--- src/rtl/xip_pkg.sv ---
package xip_pkg;
    typedef enum logic [2:0] {
        ST_IDLE,
        ST_OPC,
        ST_CFG,
        ST_ADDR,
        ST_DUMMY,
        ST_DATA,
        ST_SKIP
    } frame_st_e;

    localparam logic [7:0] OPC_CFG_WR  = 8'h81;
    localparam logic [7:0] OPC_FAST_RD = 8'h0B;
    localparam logic [7:0] CFG_RESET   = 8'hFF;
    localparam int         CFG_ARM_BIT = 3;
    localparam int         DUMMY_LSB   = 4;
    localparam int         DUMMY_W     = 4;
endpackage

--- src/rtl/xip_sync.sv ---
module xip_sync #(
    parameter int              W       = 3,
    parameter int              STAGES  = 2,
    parameter logic [W-1:0]    RST_VAL = '0
) (
    input  logic         clk,
    input  logic         rst_n,
    input  logic [W-1:0] d,
    output logic [W-1:0] q
);
    logic [W-1:0] chain [STAGES];

    for (genvar g = 0; g < STAGES; g++) begin : g_stage
        always_ff @(posedge clk or negedge rst_n) begin
            if (!rst_n)      chain[g] <= RST_VAL;
            else if (g == 0) chain[g] <= d;
            else             chain[g] <= chain[(g == 0) ? 0 : g-1];
        end
    end

    assign q = chain[STAGES-1];
endmodule

--- src/rtl/xip_tx_shift.sv ---
module xip_tx_shift #(
    parameter int DATA_W = 8
) (
    input  logic              clk,
    input  logic              rst_n,
    input  logic              en,
    input  logic              sck_fall,
    input  logic [DATA_W-1:0] rdata,
    output logic              sdo,
    output logic              ld
);
    localparam int BC_W = $clog2(DATA_W);

    logic [BC_W-1:0]   bcnt;
    logic [DATA_W-1:0] sr;

    assign ld = en && sck_fall && (bcnt == '0);

    always_ff @(posedge clk or negedge rst_n) begin
        if (!rst_n) begin
            sdo  <= 1'b0;
            bcnt <= '0;
            sr   <= '0;
        end else if (!en) begin
            sdo  <= 1'b0;
            bcnt <= '0;
            sr   <= '0;
        end else if (sck_fall) begin
            if (bcnt == '0) begin
                sdo <= rdata[DATA_W-1];
                sr  <= {rdata[DATA_W-2:0], 1'b0};
            end else begin
                sdo <= sr[DATA_W-1];
                sr  <= {sr[DATA_W-2:0], 1'b0};
            end
            bcnt <= bcnt + 1'b1;
        end
    end

    AST_SDO_QUIET: assert property (@(posedge clk) disable iff (!rst_n)
        !en |=> !sdo);
endmodule

--- src/rtl/xip_frame_fsm.sv ---
module xip_frame_fsm
    import xip_pkg::*;
#(
    parameter int ADDR_W      = 24,
    parameter bit BASIC_ENTRY = 1'b0
) (
    input  logic              clk,
    input  logic              rst_n,
    input  logic              cs_act,
    input  logic              sck_rise,
    input  logic              sdi_s,
    input  logic              ld_byte,
    output frame_st_e         state,
    output logic [ADDR_W-1:0] addr,
    output logic              xip_on
);
    localparam int   CNT_W    = $clog2(ADDR_W) + 1;
    localparam logic KEEP_BIT = BASIC_ENTRY;

    frame_st_e          nxt;
    logic [CNT_W-1:0]   cnt;
    logic [ADDR_W-1:0]  sh;
    logic [7:0]         cfg;
    logic [7:0]         byte_in;
    logic [DUMMY_W-1:0] dummy_n;
    logic               counting;

    assign byte_in  = {sh[6:0], sdi_s};
    assign dummy_n  = (cfg[DUMMY_LSB +: DUMMY_W] == '0) ? DUMMY_W'(1)
                                                        : cfg[DUMMY_LSB +: DUMMY_W];
    assign counting = (state == ST_OPC) || (state == ST_CFG) ||
                      (state == ST_ADDR) || (state == ST_DUMMY);

    always_comb begin
        nxt = state;
        if (!cs_act) begin
            nxt = ST_IDLE;
        end else begin
            unique case (state)
                ST_IDLE:  nxt = xip_on ? ST_ADDR : ST_OPC;
                ST_OPC:   if (sck_rise && cnt == CNT_W'(7)) begin
                              if (byte_in == OPC_CFG_WR)       nxt = ST_CFG;
                              else if (byte_in == OPC_FAST_RD) nxt = ST_ADDR;
                              else                             nxt = ST_SKIP;
                          end
                ST_CFG:   if (sck_rise && cnt == CNT_W'(7)) nxt = ST_SKIP;
                ST_ADDR:  if (sck_rise && cnt == CNT_W'(ADDR_W-1)) nxt = ST_DUMMY;
                ST_DUMMY: if (sck_rise && cnt == CNT_W'(dummy_n - 1'b1)) nxt = ST_DATA;
                ST_DATA:  nxt = ST_DATA;
                ST_SKIP:  nxt = ST_SKIP;
                default:  nxt = ST_IDLE;
            endcase
        end
    end

    always_ff @(posedge clk or negedge rst_n) begin
        if (!rst_n) state <= ST_IDLE;
        else        state <= nxt;
    end

    always_ff @(posedge clk or negedge rst_n) begin
        if (!rst_n) begin
            cnt    <= '0;
            sh     <= '0;
            cfg    <= CFG_RESET;
            addr   <= '0;
            xip_on <= 1'b0;
        end else begin
            if (!cs_act || nxt != state)   cnt <= '0;
            else if (sck_rise && counting) cnt <= cnt + 1'b1;

            if (sck_rise) sh <= {sh[ADDR_W-2:0], sdi_s};

            if (state == ST_CFG && sck_rise && cnt == CNT_W'(7))
                cfg <= byte_in;

            if (state == ST_ADDR && sck_rise && cnt == CNT_W'(ADDR_W-1))
                addr <= {sh[ADDR_W-2:0], sdi_s};
            else if (ld_byte)
                addr <= addr + 1'b1;

            if (state == ST_DUMMY && sck_rise && cnt == '0) begin
                if (xip_on) xip_on <= (sdi_s == KEEP_BIT);
                else        xip_on <= (sdi_s == KEEP_BIT) &&
                                      (BASIC_ENTRY || !cfg[CFG_ARM_BIT]);
            end
        end
    end

    AST_CFG_ONLY_IN_CFG: assert property (@(posedge clk) disable iff (!rst_n)
        (cfg != $past(cfg)) |-> ($past(state) == ST_CFG));

    AST_XIP_FIRST_DUMMY: assert property (@(posedge clk) disable iff (!rst_n)
        (xip_on != $past(xip_on)) |-> ($past(state) == ST_DUMMY && $past(cnt) == '0));

    AST_NO_ENTRY_UNARMED: assert property (@(posedge clk) disable iff (!rst_n)
        (!BASIC_ENTRY && $rose(xip_on)) |-> !$past(cfg[CFG_ARM_BIT]));

    AST_ABORT_CLEARS: assert property (@(posedge clk) disable iff (!rst_n)
        !cs_act |=> (cnt == '0 && state == ST_IDLE));
endmodule

--- src/rtl/xip_read_engine.sv ---
module xip_read_engine
    import xip_pkg::*;
#(
    parameter int ADDR_W      = 24,
    parameter int DATA_W      = 8,
    parameter int SYNC_STAGES = 2,
    parameter bit BASIC_ENTRY = 1'b0
) (
    input  logic              clk,
    input  logic              rst_n,
    input  logic              cs_n,
    input  logic              sck,
    input  logic              sdi,
    input  logic [DATA_W-1:0] mem_rdata,
    output logic              sdo,
    output logic              mem_rd,
    output logic [ADDR_W-1:0] mem_addr
);
    logic [2:0] pins_s;
    logic       cs_n_s, sck_s, sdi_s, sck_q;
    logic       sck_rise, sck_fall, ld;
    logic       xip_on;
    frame_st_e  state;

    xip_sync #(.W(3), .STAGES(SYNC_STAGES), .RST_VAL(3'b100)) u_sync (
        .clk   (clk),
        .rst_n (rst_n),
        .d     ({cs_n, sck, sdi}),
        .q     (pins_s)
    );

    assign {cs_n_s, sck_s, sdi_s} = pins_s;

    always_ff @(posedge clk or negedge rst_n) begin
        if (!rst_n) sck_q <= 1'b0;
        else        sck_q <= sck_s;
    end

    assign sck_rise = sck_s && !sck_q;
    assign sck_fall = !sck_s && sck_q;

    xip_frame_fsm #(.ADDR_W(ADDR_W), .BASIC_ENTRY(BASIC_ENTRY)) u_fsm (
        .clk      (clk),
        .rst_n    (rst_n),
        .cs_act   (!cs_n_s),
        .sck_rise (sck_rise),
        .sdi_s    (sdi_s),
        .ld_byte  (ld),
        .state    (state),
        .addr     (mem_addr),
        .xip_on   (xip_on)
    );

    xip_tx_shift #(.DATA_W(DATA_W)) u_tx (
        .clk      (clk),
        .rst_n    (rst_n),
        .en       (state == ST_DATA),
        .sck_fall (sck_fall),
        .rdata    (mem_rdata),
        .sdo      (sdo),
        .ld       (ld)
    );

    assign mem_rd = ld;

    AST_ADDR_STEP: assert property (@(posedge clk) disable iff (!rst_n)
        mem_rd |=> (mem_addr == $past(mem_addr) + 1'b1));
endmodule

--- config.mk ---
export PLATFORM = sky130hd
export DESIGN_NAME = xip_read_engine
export DESIGN_NICKNAME = d
export VERILOG_FILES = /design/src/rtl/xip_pkg.sv /design/src/rtl/xip_sync.sv /design/src/rtl/xip_tx_shift.sv /design/src/rtl/xip_frame_fsm.sv /design/src/rtl/xip_read_engine.sv
export SDC_FILE = /design/constraint.sdc
export NUM_CORES = 1
export LEC_CHECK = 0
export BUFFER_PORTS_ARGS = -buffer_cell sky130_fd_sc_hd__buf_2
export CORE_ASPECT_RATIO = 0.9
export CORE_MARGIN = 2
export CORE_UTILIZATION = 36
export CTS_BUF_LIST = sky130_fd_sc_hd__clkbuf_8
export CTS_CLUSTER_SIZE = 24
export DETAILED_ROUTE_END_ITERATION = 10
export GPL_TIMING_DRIVEN = 1
export PLACE_DENSITY = 0.61
export SETUP_SLACK_MARGIN = 0.4
export SYNTH_ARGS = -nofsm -noshare
export SYNTH_HDL_FRONTEND = slang
export SYNTH_HIERARCHICAL = 1
export SYNTH_SLANG_ARGS = --single-unit
--- constraint.sdc ---
create_clock -name clk -period 2.7 [get_ports clk]
set_clock_uncertainty 0.05 [all_clocks]
set_input_delay 0.27 -clock clk [delete_from_list [all_inputs] [get_ports clk]]
set_output_delay 0.27 -clock clk [all_outputs]
set_load 0.005 [all_outputs]
# Word-level counts from Yosys, hierarchy flattened

Index checks and enable logic that the tools add are counted.

Bits in registers: 84
Input port bits: 13
Word-level logic and storage cells: 81
Output and inout port bits: 26

Multiplexer cells: 23
Add/sub/neg operators: 4
Bitwise operators: 1
Reduce and logical (&&, ||, !) cells: 28
Eq/ne operators: 13

Operator list:

| kind                    | number |
|---|---|
| $mux W24                | 2 |
| $mux W3                 | 9 |
| $add A24 B1 Y24 const B | 1 |
| $mux W8                 | 3 |
| $pmux W3 S7             | 1 |
| $logic_and A1 B1 Y1     | 15 |
| $mux W6                 | 2 |
| $eq A3 B3 Y1 const B    | 3 |
| $eq A8 B4 Y1 const B    | 1 |
| $eq A8 B8 Y1 const B    | 1 |
| $add A6 B1 Y6 const B   | 1 |
| $eq A3 B2 Y1 const B    | 2 |
| $eq A6 B3 Y1 const B    | 1 |
| $eq A6 B5 Y1 const B    | 1 |
| $eq A6 B6 Y1            | 1 |
| $logic_not A3 Y1        | 2 |
| $logic_not A6 Y1        | 1 |
| $sub A4 B1 Y5 const B   | 1 |
| $logic_not A4 Y1        | 1 |
| $logic_or A1 B1 Y1      | 4 |
| $mux W1                 | 4 |
| $mux W4                 | 1 |
| $reduce_bool A2 Y1      | 2 |
| $add A3 B1 Y3 const B   | 1 |
| 6 further kinds         | 8 |

# Logic depth before layout (Yosys ltp)

Gate-level depths: netlist of run 1.

Word-level depth: 11
Depth in mapped cells: 12
Depth with buffers taken out: 9

# By module

The synthesis of run 1 kept the hierarchy.

Modules (own cells, without submodules):

| module          | instances | area each (um^2) | sequential area each (um^2) | cells an instance |
|---|---|---|---|---|
| xip_frame_fsm   | 1         | 3330.7           | 1557.7                      | 315 |
| xip_tx_shift    | 1         | 630.6            | 275.3                       | 62 |
| xip_sync        | 1         | 175.2            | 152.6                       | 9 |
| xip_read_engine | 1         | 52.6             | 25.0                        | 5 |

# Worst setup path after synthesis of run 1

No wires, ideal clock.

Path type: flip-flop to flip-flop
Start: register u_sync.chain (netlist bit u_sync/q[1])
End: register u_fsm.addr[21]
Slack: 0.211 ns
Period minus slack after synthesis: 2.489 ns
Arrival time: 2.314 ns
Setup time: 0.125 ns
Stages on the path, launching flop included: 13
Data required time: 2.525 ns
Cells stage by stage: dfrtp_1 buf_4 and2b_2 buf_2 buf_4 nand2_1 nor2_1 buf_2 nand3_1 nor3_2 nand4_1 xnor2_1 mux2_2

Longest elaborated chain between the ends: 5
Elaborated cells between the ends (all ways): 9

Ends and longest elaborated chain:

| what                                | line                  | RTL |
|---|---|---|
| start, declared                     | xip_sync.sv:11        | `logic [W-1:0] chain [STAGES];` |
| start signal, assigned by index     | xip_sync.sv:17        | `else chain[g] <= chain[(g == 0) ? 0 : g-1];` |
| $logic_not A1 Y1                    | xip_read_engine.sv:40 | `assign sck_fall = !sck_s && sck_q;` |
| $logic_and A1 B1 Y1                 | xip_read_engine.sv:40 |  |
| via sck_fall                        | xip_read_engine.sv:21 | `logic sck_rise, sck_fall, ld;` |
| $logic_and A1 B1 Y1 (2 in a row)    | xip_tx_shift.sv:17    | `assign ld = en && sck_fall && (bcnt == '0);` |
| via mem_rd                          | xip_read_engine.sv:16 | `output logic mem_rd,` |
| $reduce_bool A2 Y1 (no source line) | --                    |  |
| end signal, assigned                | xip_frame_fsm.sv:78   | `addr <= {sh[ADDR_W-2:0], sdi_s};` |
| end signal, assigned                | xip_frame_fsm.sv:80   | `addr <= addr + 1'b1;` |
| end, declared                       | xip_frame_fsm.sv:14   | `output logic [ADDR_W-1:0] addr,` |

The timed path passes the listed nets, and every way through them passes these cells.
A chain may end at the register's enable or synchronous reset.

# Final worst setup path of run 1

Start: register u_tx.bcnt[0]
End: register u_fsm.addr[21]

Longest elaborated chain between the ends: 3

Ends and longest elaborated chain:

| what                                | line               | RTL |
|---|---|---|
| start, declared                     | xip_tx_shift.sv:14 | `logic [BC_W-1:0] bcnt;` |
| start signal, assigned              | xip_tx_shift.sv:36 | `bcnt <= bcnt + 1'b1;` |
| $logic_not A3 Y1                    | xip_tx_shift.sv:17 |  |
| $logic_and A1 B1 Y1                 | xip_tx_shift.sv:17 |  |
| $reduce_bool A2 Y1 (no source line) | --                 |  |

No other way between the ends.

==> impl_metrics.csv, run 1 <==
group,metric,value,unit
synthesis,ys_ff_latch,80,
min_path,hold_class,"in -> async",
cts,cts_root_buf,"clkbuf_8",
floorplanning,rows,37,
cts,numCtsBuffers,9,
synthesis,synth-edff-count,0,
run_status,status,"completed",
grt,gr-usage-all-layers,14.8,%
worst_setup_path,worstPathArrival,2.40,ns
detailed_routing,dr.pass1.iters,4,
worst_setup_path,r2r_end,"u_fsm/addr[21]$_DFFE_PN0P_",
worst_setup_path,critPathSlowestCell,"dfrtp_1",
detailed_routing,drc_errors,0,
worst_setup_path,worstPathCellList,"inv_1 -> ha_4 -> nand2b_1 -> nor2_4 -> nand3_2 -> nor3_4 -> nand4_1 -> xnor2_1 -> mux2_2",
worst_setup_path,critPathTopFamily,"simple AND/OR/NAND/NOR gates",
sta,rsz0062_at_grt,"false",
grt,grt_max_degree,81,
detailed_routing,via_per_inst,5.03,
pwr,powerDensity,556,nW/um^2
floorplanning,die_area,12500,um^2
worst_setup_path,critPathMaxStageDelay,0.41,ns
synthesis,syn_avg_cell_area,10.7,um^2
cells_and_area,final_cell_area,4840,um^2
detailed_routing,drtAntennaViolNets,0,
synthesis,synth_top_family_by_area,"simple AND/OR/NAND/NOR gates",
worst_setup_path,critical_path.reg2reg.startpoint,"u_tx/bcnt[0]$_DFFE_PN0P_",
cts,cts.sinks,80,
worst_setup_path,crit_fanout,9,
sta,period_minus_slack,2.20,ns
sta,slew_headroom,32.3,%
grt,grt_antenna_before_repair,0,
detailed_routing,via_count,2988,
worst_setup_path,r2r_setup_slack,0.50,ns
sta,setup_viol,0,
cts,cts_buffer_depth,2,
sta,slew_violations,0,
synthesis,yosys_warnings,6,
worst_setup_path,worstSetupPathType,"reg -> reg",
synthesis,synth_cell_types,63,
synthesis,ys_async_sr_fraction,100,%
synthesis,mappedNetlistNets,410,
sta,totalNegativeSetupSlack,0,ns
synthesis,synth_xor_area_share,6.90,%
cts,clk_latency,0.35,ns
floorplanning,fp.dieH,106,um
sta,finalHoldViolCount,0,
synthesis,synth_top_flop_cell,"dfrtp_1",
floorplanning,core_area,11400,um^2
cells_and_area,nets,452,
grt,grt_pass1_wl,15100,um
grt,grt-ovfl-total,0,
floorplanning,initial_core_util,36.8,%
synthesis,synthMuxAreaShare,8.75,%
placed_design,place.gp.congestion,0.842,
pwr,ir_worst_vdd,277,uV
sta,worstMarginPinSlew,1.02,ns
cts,clk_pin_slew,0.09,ns
placed_design,place_area,4520,um^2
cells_and_area,fillerInstances,1133,
worst_setup_path,cp_num_buf_inv,1,
sta,fin_crit_sh,81.6,%
synthesis,synth-compound-area-share,9.53,%
cts,cts_tree,"done",
worst_setup_path,reg2reg_depth,9,
worst_setup_path,critPathLaunchType,"flip-flop",
synthesis,seq_area_frac_synth,48.0,%
worst_setup_path,cp-end-kind,"flip-flop",
cells_and_area,syn2layout_area_growth,15.7,%
sta,fmax,454,MHz
worst_setup_path,crit_required,2.89,ns
floorplanning,io_pins,39,
cells_and_area,n_antenna_cell,0,
detailed_routing,dr.first_iter.drc_count,125,
detailed_routing,wirelength,8690,um
grt,grt_pass1_vias,2990,
cells_and_area,drive_gt1_share,28.8,%
pwr,total_leakage_power,2.18,nW
floorplanning,die_w,118,um
synthesis,synth_adder_area_share,1.79,%
synthesis,synth_area,4190,um^2
run,drv_cap,0,
placed_design,dpl.hpwl,5960,um
detailed_routing,wire_per_inst,14.6,um
synthesis,synth-simple-area-share,19.7,%
synthesis,netlist_instances,391,
cts,htree_num_levels,3,
placed_design,io_buffers,38,
cells in the final DEF (no fill, tap or decap), types with 7 or more instances in the layout:
cell type / count
clkbuf_8: 9
dfrtp_1: 72
a21oi_1: 9
inv_1: 20
o21ai_0: 13
mux2_2: 29
dfstp_2: 7
buf_2: 37
xnor2_1: 13
nand3_1: 14
a311oi_1: 7
o21ai_1: 22
xor2_1: 19
nand2_1: 35
nor2_1: 19
buf_4: 15
stage by stage:
stage | setup slack (ns) | total power [W] | util [%] | cells | hold WS, ns
floorplan | 0.405 | 0.00157 | - | 391 | -0.0756
global placement | 0.418 | 0.00165 | 39.7 | 571 | 0.284
detailed placement | 0.368 | 0.00166 | 39.7 | 571 | 0.292
CTS | 0.435 | 0.00274 | 42.1 | 590 | 0.0622
global route | 0.394 | 0.00282 | 42.5 | 594 | 0.0982
finish | 0.497 | 0.00269 | 42.5 | 594 | 0.0134
how the worst max path moves through the flow:
| stage | depth (start not counted) | slack [ns] | to | start |
|---|---|---|---|---|
| 6_report | 9 | 0.50 | u_fsm/addr[21]$_DFFE_PN0P_ | u_tx/bcnt[0]$_DFFE_PN0P_ |
| 5_1_grt | 8 | 0.39 | u_fsm/cnt[3]$_DFFE_PN0P_ | u_fsm/cfg[5]$_DFFE_PN1P_ |
| 4_1_cts | 8 | 0.44 | u_fsm/addr[12]$_DFFE_PN0P_ | u_tx/bcnt[0]$_DFFE_PN0P_ |
| 3_5_place_dp | 9 | 0.37 | u_fsm/addr[18]$_DFFE_PN0P_ | u_tx/bcnt[0]$_DFFE_PN0P_ |
| 3_3_place_gp | 9 | 0.42 | u_fsm/addr[18]$_DFFE_PN0P_ | u_tx/bcnt[0]$_DFFE_PN0P_ |
| 2_1_floorplan | 11 | 0.41 | u_fsm/addr[12]$_DFFE_PN0P_ | u_sync/q[1]$_DFF_PN0_ |
timing repair:
action / in CTS / in global routing
endpoints found under the setup margin: 6 / 21
hold endpoints to repair: 3 / 0
pin swaps: 1 / 7
setup buffers: 0 / 4
hold buffers: 3 / 0
resized for setup: 1 / 5
sequential cells by signal (all words and copies together), names as in the netlist:
signal / cells
sck_q: 1
u_fsm/state: 3
u_sync/q: 3
u_fsm/cfg: 5
u_fsm/xip_on: 1
u_tx/sr: 7
u_tx/bcnt: 3
u_fsm/addr: 24
u_tx/sdo: 1
u_fsm/cnt: 6
u_sync/chain: 3
u_fsm/sh: 23
cells in the mapped netlist, types with 8 or more instances:
master	n	area share, %
inv_1	18	1.6
o21ai_0	13	1.6
nand2_1	35	3.1
nand3_1	15	1.8
dfrtp_1	73	44
o21ai_1	22	2.6
xor2_1	20	4.2
mux2_2	29	7.8
a21oi_1	9	1.1
nor2_1	20	1.8
buf_4	11	2.0
xnor2_1	13	2.7
buf_2	8	0.96
cell type report:
class | count | area (um^2) | area share, %
multi-input combinational | 269 | 2000 | 41.4
clock inverter | 7 | 114 | 2.35
inverter | 18 | 67.6 | 1.39
tap | 156 | 195 | 4.03
clock buffer | 9 | 124 | 2.56
sequential | 80 | 2010 | 41.5
timing repair buffer | 55 | 328 | 6.77
per-layer routing:
metal,global-route usage (%),up-vias,share of wire (%)
li1,-,1457,-
met1,20.6,1473,50
met2,23.4,50,46
met3,3.49,8,3.3
met4,3.79,0,0.92
met5,0,-,0
cell families (layout without fill, tap and decap cells):
family / after synthesis / after routing
xor gates and xnor gates: 33 / 33
DFF: 80 / 80
and+or+nand+nor: 133 / 133
buffers and inverters: 42 / 89
AOI/OAI and AO/OA: 64 / 64
muxes: 33 / 33
adders and majority gates: 6 / 6
power breakdown:
group	total (W)	switching, W	internal [W]
clock	0.00105	0.000444	0.000610
sequential	0.00142	0.000111	0.00131
combinational	0.000217	0.0000932	0.000123
total	0.00269	0.000649	0.00204
worst register-to-register path, cell delays in order (launching register included):
cell      delay [ns]
dfrtp_1         0.41
inv_1           0.11
ha_4            0.19
nand2b_1        0.11
nor2_4          0.18
nand3_2         0.15
nor3_4          0.31
nand4_1         0.17
xnor2_1         0.16
mux2_2          0.25
Note: power is estimated with default switching activity, not from simulation.
==> run 2, diff against run 1 <==
Settings changed: PLACE_DENSITY 0.61 to 0.63.
Clock period 2.7 ns to 1.9 ns, I/O delays scaled along.
==> run 2 against run 1 <==
  * The flow now finishes with violations (setup timing)
  * Combinational power rose by 60%
  * Non-clock buffer count rose by 55
  * Clock power rose by 33%
  * Sequential power rose by 44%
  * Clock-buffer cell count did not move
  * Critical path depth did not move
  * Core utilization rose by 8.4 points
==> impl_metrics.csv, run 2 (synthesis results as in run 1) <==
group,metric,value,unit
worst_setup_path,cp_num_buf_inv,1,
sta,slew_headroom,61.0,%
floorplanning,initial_core_util,36.8,%
cts,clk_latency,0.35,ns
worst_setup_path,crit_required,2.07,ns
floorplanning,die_w,118,um
worst_setup_path,critPathSlowestCell,"dfstp_2",
placed_design,io_buffers,38,
sta,worstMarginPinSlew,0.586,ns
run_status,status,"complete, but fails checks",
worst_setup_path,reg2reg_depth,9,
cts,numCtsBuffers,9,
pwr,total_leakage_power,2.66,nW
worst_setup_path,worstPathArrival,2.30,ns
cells_and_area,n_antenna_cell,0,
detailed_routing,drtAntennaViolNets,0,
cells_and_area,syn2layout_area_growth,38.5,%
pwr,totalPowerFinal,0.00379,W
cells_and_area,largest_register_ffs,24,
detailed_routing,wirelength,9850,um
run,drv_cap,0,
grt,gr-usage-all-layers,15.5,%
cells_and_area,fillerInstances,990,
grt,grt_pass1_vias,3098,
worst_setup_path,cp-end-kind,"flip-flop",
floorplanning,die_area,12500,um^2
sta,fin_crit_sh,112,%
sta,setup_viol,19,
grt,grt_pass1_wl,15600,um
floorplanning,fp.dieH,106,um
worst_setup_path,critPathTopFamily,"simple AND/OR/NAND/NOR gates",
worst_setup_path,critical_path.reg2reg.startpoint,"u_fsm/cfg[5]$_DFFE_PN1P_",
floorplanning,rows,37,
sta,rsz0062_at_grt,"true",
worst_setup_path,worstPathCellList,"nor3_2 -> nor2_1 -> ha_2 -> xor2_2 -> nand2b_4 -> or3b_4 -> buf_6 -> nor3_4 -> nor3_1",
worst_setup_path,r2r_end,"u_fsm/cnt[2]$_DFFE_PN0P_",
worst_setup_path,critPathLaunchType,"flip-flop",
cells_and_area,finish.utilization,51.0,%
worst_setup_path,worstSetupPathType,"reg -> reg",
cells_and_area,layout_common_cells,"dfrtp_1 (73), buf_4 (37), buf_2 (36), nand2_1 (25), mux2_2 (25)",
sta,fin_ws,-0.234,ns
placed_design,place.gp.congestion,0.830,
cts,cts.sinks,80,
cts,htree_num_levels,3,
floorplanning,io_pins,39,
grt,grt_antenna_before_repair,0,
worst_setup_path,startpoint,"u_fsm/cfg[5]$_DFFE_PN1P_",
cells_and_area,layout_commonest_cell,"dfrtp_1",
worst_setup_path,crit_fanout,4,
detailed_routing,dr.first_iter.drc_count,187,
sta,fmax,469,MHz
floorplanning,core_area,11400,um^2
sta,finalHoldViolCount,0,
detailed_routing,wire_per_inst,15.2,um
grt,grt-ovfl-total,0,
cells_and_area,nets,507,
sta,period_minus_slack,2.13,ns
min_path,hold_class,"in -> reg",
detailed_routing,drc_errors,0,
cts,cts_root_buf,"clkbuf_8",
worst_setup_path,r2r_setup_slack,-0.23,ns
worst_setup_path,crit_end,"u_fsm/cnt[2]$_DFFE_PN0P_",
pwr,ir_worst_vdd,324,uV
detailed_routing,via_per_inst,5.03,
cts,clk_pin_slew,0.08,ns
detailed_routing,via_count,3266,
cells_and_area,top_regs,"u_fsm/addr x24, u_fsm/sh x23, u_tx/sr x7",
grt,grt_max_degree,51,
detailed_routing,dr.pass1.iters,4,
pwr,powerDensity,654,nW/um^2
sta,slew_violations,0,
cts,cts_tree,"done",
cells_and_area,drive_gt1_share,45.2,%
cts,cts_buffer_depth,2,
worst_setup_path,cp.depth,9,
cells_and_area,largest-register,"u_fsm/addr",
worst_setup_path,critPathMaxStageDelay,0.56,ns
run_status,violations,"setup timing",
placed_design,dpl.hpwl,6050,um
==> run 2: cell count changes in the layout (fill, tap and decap cells not counted), sizes merged <==
cell,previous run,this run
inv,20,21
clkbuf,9,11
buf,52,104
dlygate4sd3,3,4
bufinv,3,2
==> run 2: report_power, final <==
group | leakage [nW] | total [W] | internal (W) | switching (W)
Clock | 0.111 | 0.00140 | 0.000743 | 0.000655
Combinational | 1.49 | 0.000347 | 0.000201 | 0.000146
Sequential | 1.05 | 0.00205 | 0.00186 | 0.000187
==> run 2: metal layers <==
layer	wire length, um	part of all wire, %	vias to the layer above	GRT usage, %
met3	405	4.1	5	2.31
met5	0	0	-	0
met1	4540	46	1621	22.3
li1	-	-	1570	-
met4	64	0.65	0	3.96
met2	4840	49	70	24.5
==> run 2: worst min path at each step <==
stage                  from                          to  slack [ns]  depth (start not counted)
6_report       mem_rdata[0]      u_tx/sr[1]$_DFFE_PN0P_        0.08                          3
5_1_grt        mem_rdata[0]      u_tx/sr[1]$_DFFE_PN0P_        0.08                          3
4_1_cts        mem_rdata[0]      u_tx/sr[1]$_DFFE_PN0P_        0.07                          3
3_5_place_dp          rst_n  u_fsm/addr[10]$_DFFE_PN0P_        0.10                          1
3_3_place_gp          rst_n  u_fsm/addr[10]$_DFFE_PN0P_        0.10                          1
2_1_floorplan         rst_n             sck_q$_DFF_PN0_       -0.16                          0
==> run 2: worst min-delay path, cell delays in order <==
cell and delay, ns:
buf_2 0.10, nand4b_1 0.07, a21oi_1 0.06
==> run 2: repair_timing <==
item / 4_1_cts / 5_1_grt
setup endpoints to repair: 63 / 47
hold buffers: 4 / 0
cloned: 2 / 2
buffers inserted: 15 / 11
pin swaps: 22 / 29
endpoints found under the hold margin: 33 / 0
resized for setup: 58 / 39
==> run 2: stage by stage <==
step                      cell area, um^2  TNS, ns  hold WS, ns  cells  setup WS [ns]
final                                5800    -2.00       0.0798    649         -0.234
after global routing                 5800    -4.73       0.0840    649         -0.334
after CTS                            5480    -1.48       0.0663    636         -0.221
after detailed placement             4810    -2.71        0.104    599         -0.257
after global placement               4810    -1.89        0.102    599         -0.217
after floorplan                      4310    -3.30       -0.156    391         -0.289
==> run 2: final cells by class <==
cell class / instances / area [um^2] / share of cell area (%)
Clock buffer: 9 / 124 / 2.13
Clock inverter: 7 / 93.8 / 1.62
Inverter: 18 / 67.6 / 1.16
Multi-Input combinational cell: 269 / 2340 / 40.3
Sequential cell: 80 / 2010 / 34.6
Tap cell: 156 / 195 / 3.36
Timing Repair Buffer: 110 / 976 / 16.8
==> run 3, diff against run 2 <==
Settings changed: CORE_MARGIN 2 to 10, CORE_UTILIZATION 36 to 50, PLACE_DENSITY 0.63 to 0.8.
==> run 3 against run 2 <==
  * The run still ends with setup timing left
  * Highest routed layer unchanged
  * First-iteration DRC count grew 56%
  * Design area grew 2.5%
  * Global-route usage grew 3.3 points
  * Setup slack lost 0.051 ns
  * Clock-buffer cell count is the same
  * Flip-flop and latch count is the same
==> impl_metrics.csv, run 3 (synthesis results as in run 1) <==
group,metric,value,unit
worst_setup_path,cp-end-kind,"flip-flop",
placed_design,dp_slack,-0.289,ns
cells_and_area,final_cell_area,5950,um^2
cts,cts.sinks,80,
worst_setup_path,crit_required,2.09,ns
placed_design,dpl.hpwl,6370,um
sta,rsz0062_at_grt,"true",
placed_design,io_buffers,38,
sta,fmax,458,MHz
cts,clk_pin_slew,0.09,ns
cts,cts_buffer_depth,2,
grt,grt-ovfl-total,0,
cells_and_area,n_antenna_cell,0,
detailed_routing,wirelength,13600,um
min_path,hold_class,"in -> reg",
pwr,totalPowerFinal,0.00391,W
cts,cts_tree,"done",
floorplanning,io_pins,39,
sta,finalHoldViolCount,0,
cells_and_area,largest-register,"u_fsm/addr",
sta,period_minus_slack,2.18,ns
pwr,ir_worst_vdd,881,uV
detailed_routing,drc_errors,0,
floorplanning,die_w,116,um
cts,cts_root_buf,"clkbuf_8",
detailed_routing,dr.pass1.iters,5,
placed_design,place.gp.congestion,0.889,
detailed_routing,dr.first_iter.drc_count,291,
grt,grt_antenna_before_repair,0,
grt,grt_pass1_vias,3700,
grt,grt_pass1_wl,18800,um
pwr,total_leakage_power,2.73,nW
cells_and_area,largest_register_ffs,24,
placed_design,place_area,4720,um^2
worst_setup_path,crit_end,"u_fsm/cnt[0]$_DFFE_PN0P_",
cts,clk_latency,0.36,ns
detailed_routing,drtAntennaViolNets,0,
run_status,violations,"setup timing",
worst_setup_path,r2r_setup_slack,-0.28,ns
cells_and_area,syn2layout_area_growth,42.0,%
worst_setup_path,worstSetupPathType,"reg -> reg",
floorplanning,initial_core_util,51.7,%
cells_and_area,drive_gt1_share,49.5,%
cells_and_area,layout_common_cells,"dfrtp_1 (72), buf_4 (37), buf_2 (36), mux2_4 (22)",
sta,fin_ws,-0.285,ns
sta,slew_violations,0,
worst_setup_path,worstPathArrival,2.37,ns
sta,slew_headroom,52.0,%
worst_setup_path,r2r_end,"u_fsm/cnt[0]$_DFFE_PN0P_",
worst_setup_path,crit_fanout,4,
worst_setup_path,critPathLaunchType,"flip-flop",
floorplanning,fp.dieH,107,um
worst_setup_path,reg2reg_depth,8,
floorplanning,core_area,8110,um^2
cells_and_area,layout_commonest_cell,"dfrtp_1",
grt,gr-usage-all-layers,18.8,%
sta,worstMarginPinSlew,0.720,ns
sta,holdWs,0.0800,ns
grt,grt_max_degree,34,
floorplanning,die_area,12400,um^2
detailed_routing,via_count,3617,
floorplanning,rows,31,
worst_setup_path,critical_path.reg2reg.startpoint,"u_fsm/cfg[5]$_DFFE_PN1P_",
detailed_routing,wire_per_inst,22.9,um
pwr,powerDensity,658,nW/um^2
sta,totalNegativeSetupSlack,-3.79,ns
cts,htree_num_levels,3,
cells_and_area,top_regs,"u_fsm/addr x24, u_fsm/sh x23, u_tx/sr x7",
cells_and_area,nets,509,
detailed_routing,via_per_inst,6.09,
sta,setup_viol,33,
sta,fin_crit_sh,115,%
run_status,status,"complete, but fails checks",
run,drv_cap,0,
worst_setup_path,startpoint,"u_fsm/cfg[5]$_DFFE_PN1P_",
cts,numCtsBuffers,9,
## run 3: worst max-delay path, stage by stage, from the launching register on
cell      delay [ns]
dfstp_2         0.56
nor3_2          0.05
nor2_1          0.10
ha_2            0.30
xor2_2          0.19
nand2b_4        0.08
or3b_4          0.41
o31ai_4         0.25
nor2_1          0.10
## run 3: layout make-up
class,count,area [um^2]
multi-input cells,270,2520
fillers,472,2160
flip-flops and latches,80,2010
repair buffers,111,1020
clock buffers,9,124
well taps,99,124
clock inverters,7,81.3
inverters,18,67.6
## run 3: through the flow
step	util [%]	std cells
5_1_grt	73.4	594
4_1_cts	68.7	584
3_3_place_gp	58.2	541
3_5_place_dp	58.2	541
2_1_floorplan	-	391
6_report	73.4	594
## run 3: repair_timing
item / 4_1_cts / 5_1_grt
cloned: 5 / 2
setup buffers: 18 / 8
hold endpoints to repair: 32 / 0
setup endpoints to repair: 64 / 70
pin swaps: 25 / 22
gates resized for setup: 85 / 60
hold buffers: 4 / 0
## run 3: worst min-delay path by stage
stage | cells past startpoint | from | slack [ns] | endpoint
6_report | 3 | mem_rdata[0] | 0.08 | u_tx/sr[1]$_DFFE_PN0P_
5_1_grt | 3 | mem_rdata[0] | 0.1 | u_tx/sr[1]$_DFFE_PN0P_
4_1_cts | 3 | mem_rdata[0] | 0.07 | u_tx/sr[1]$_DFFE_PN0P_
3_5_place_dp | 1 | rst_n | 0.11 | u_fsm/sh[10]$_DFFE_PN0P_
3_3_place_gp | 1 | rst_n | 0.11 | u_fsm/sh[10]$_DFFE_PN0P_
2_1_floorplan | 0 | rst_n | -0.16 | sck_q$_DFF_PN0_
## run 3: power breakdown
part	switching [W]	leakage, nW	internal (W)
clock network	0.000696	0.105	0.000623
logic	0.000203	1.58	0.000294
registers	0.000238	1.05	0.00186
## run 3: layer usage
layer	GRT usage (%)	routed length (um)	vias to the layer above
li1	-	-	1576
met1	22.2	5030	1803
met2	32.4	6990	177
met3	4.29	999	61
met4	6.88	588	0
met5	0	0	-
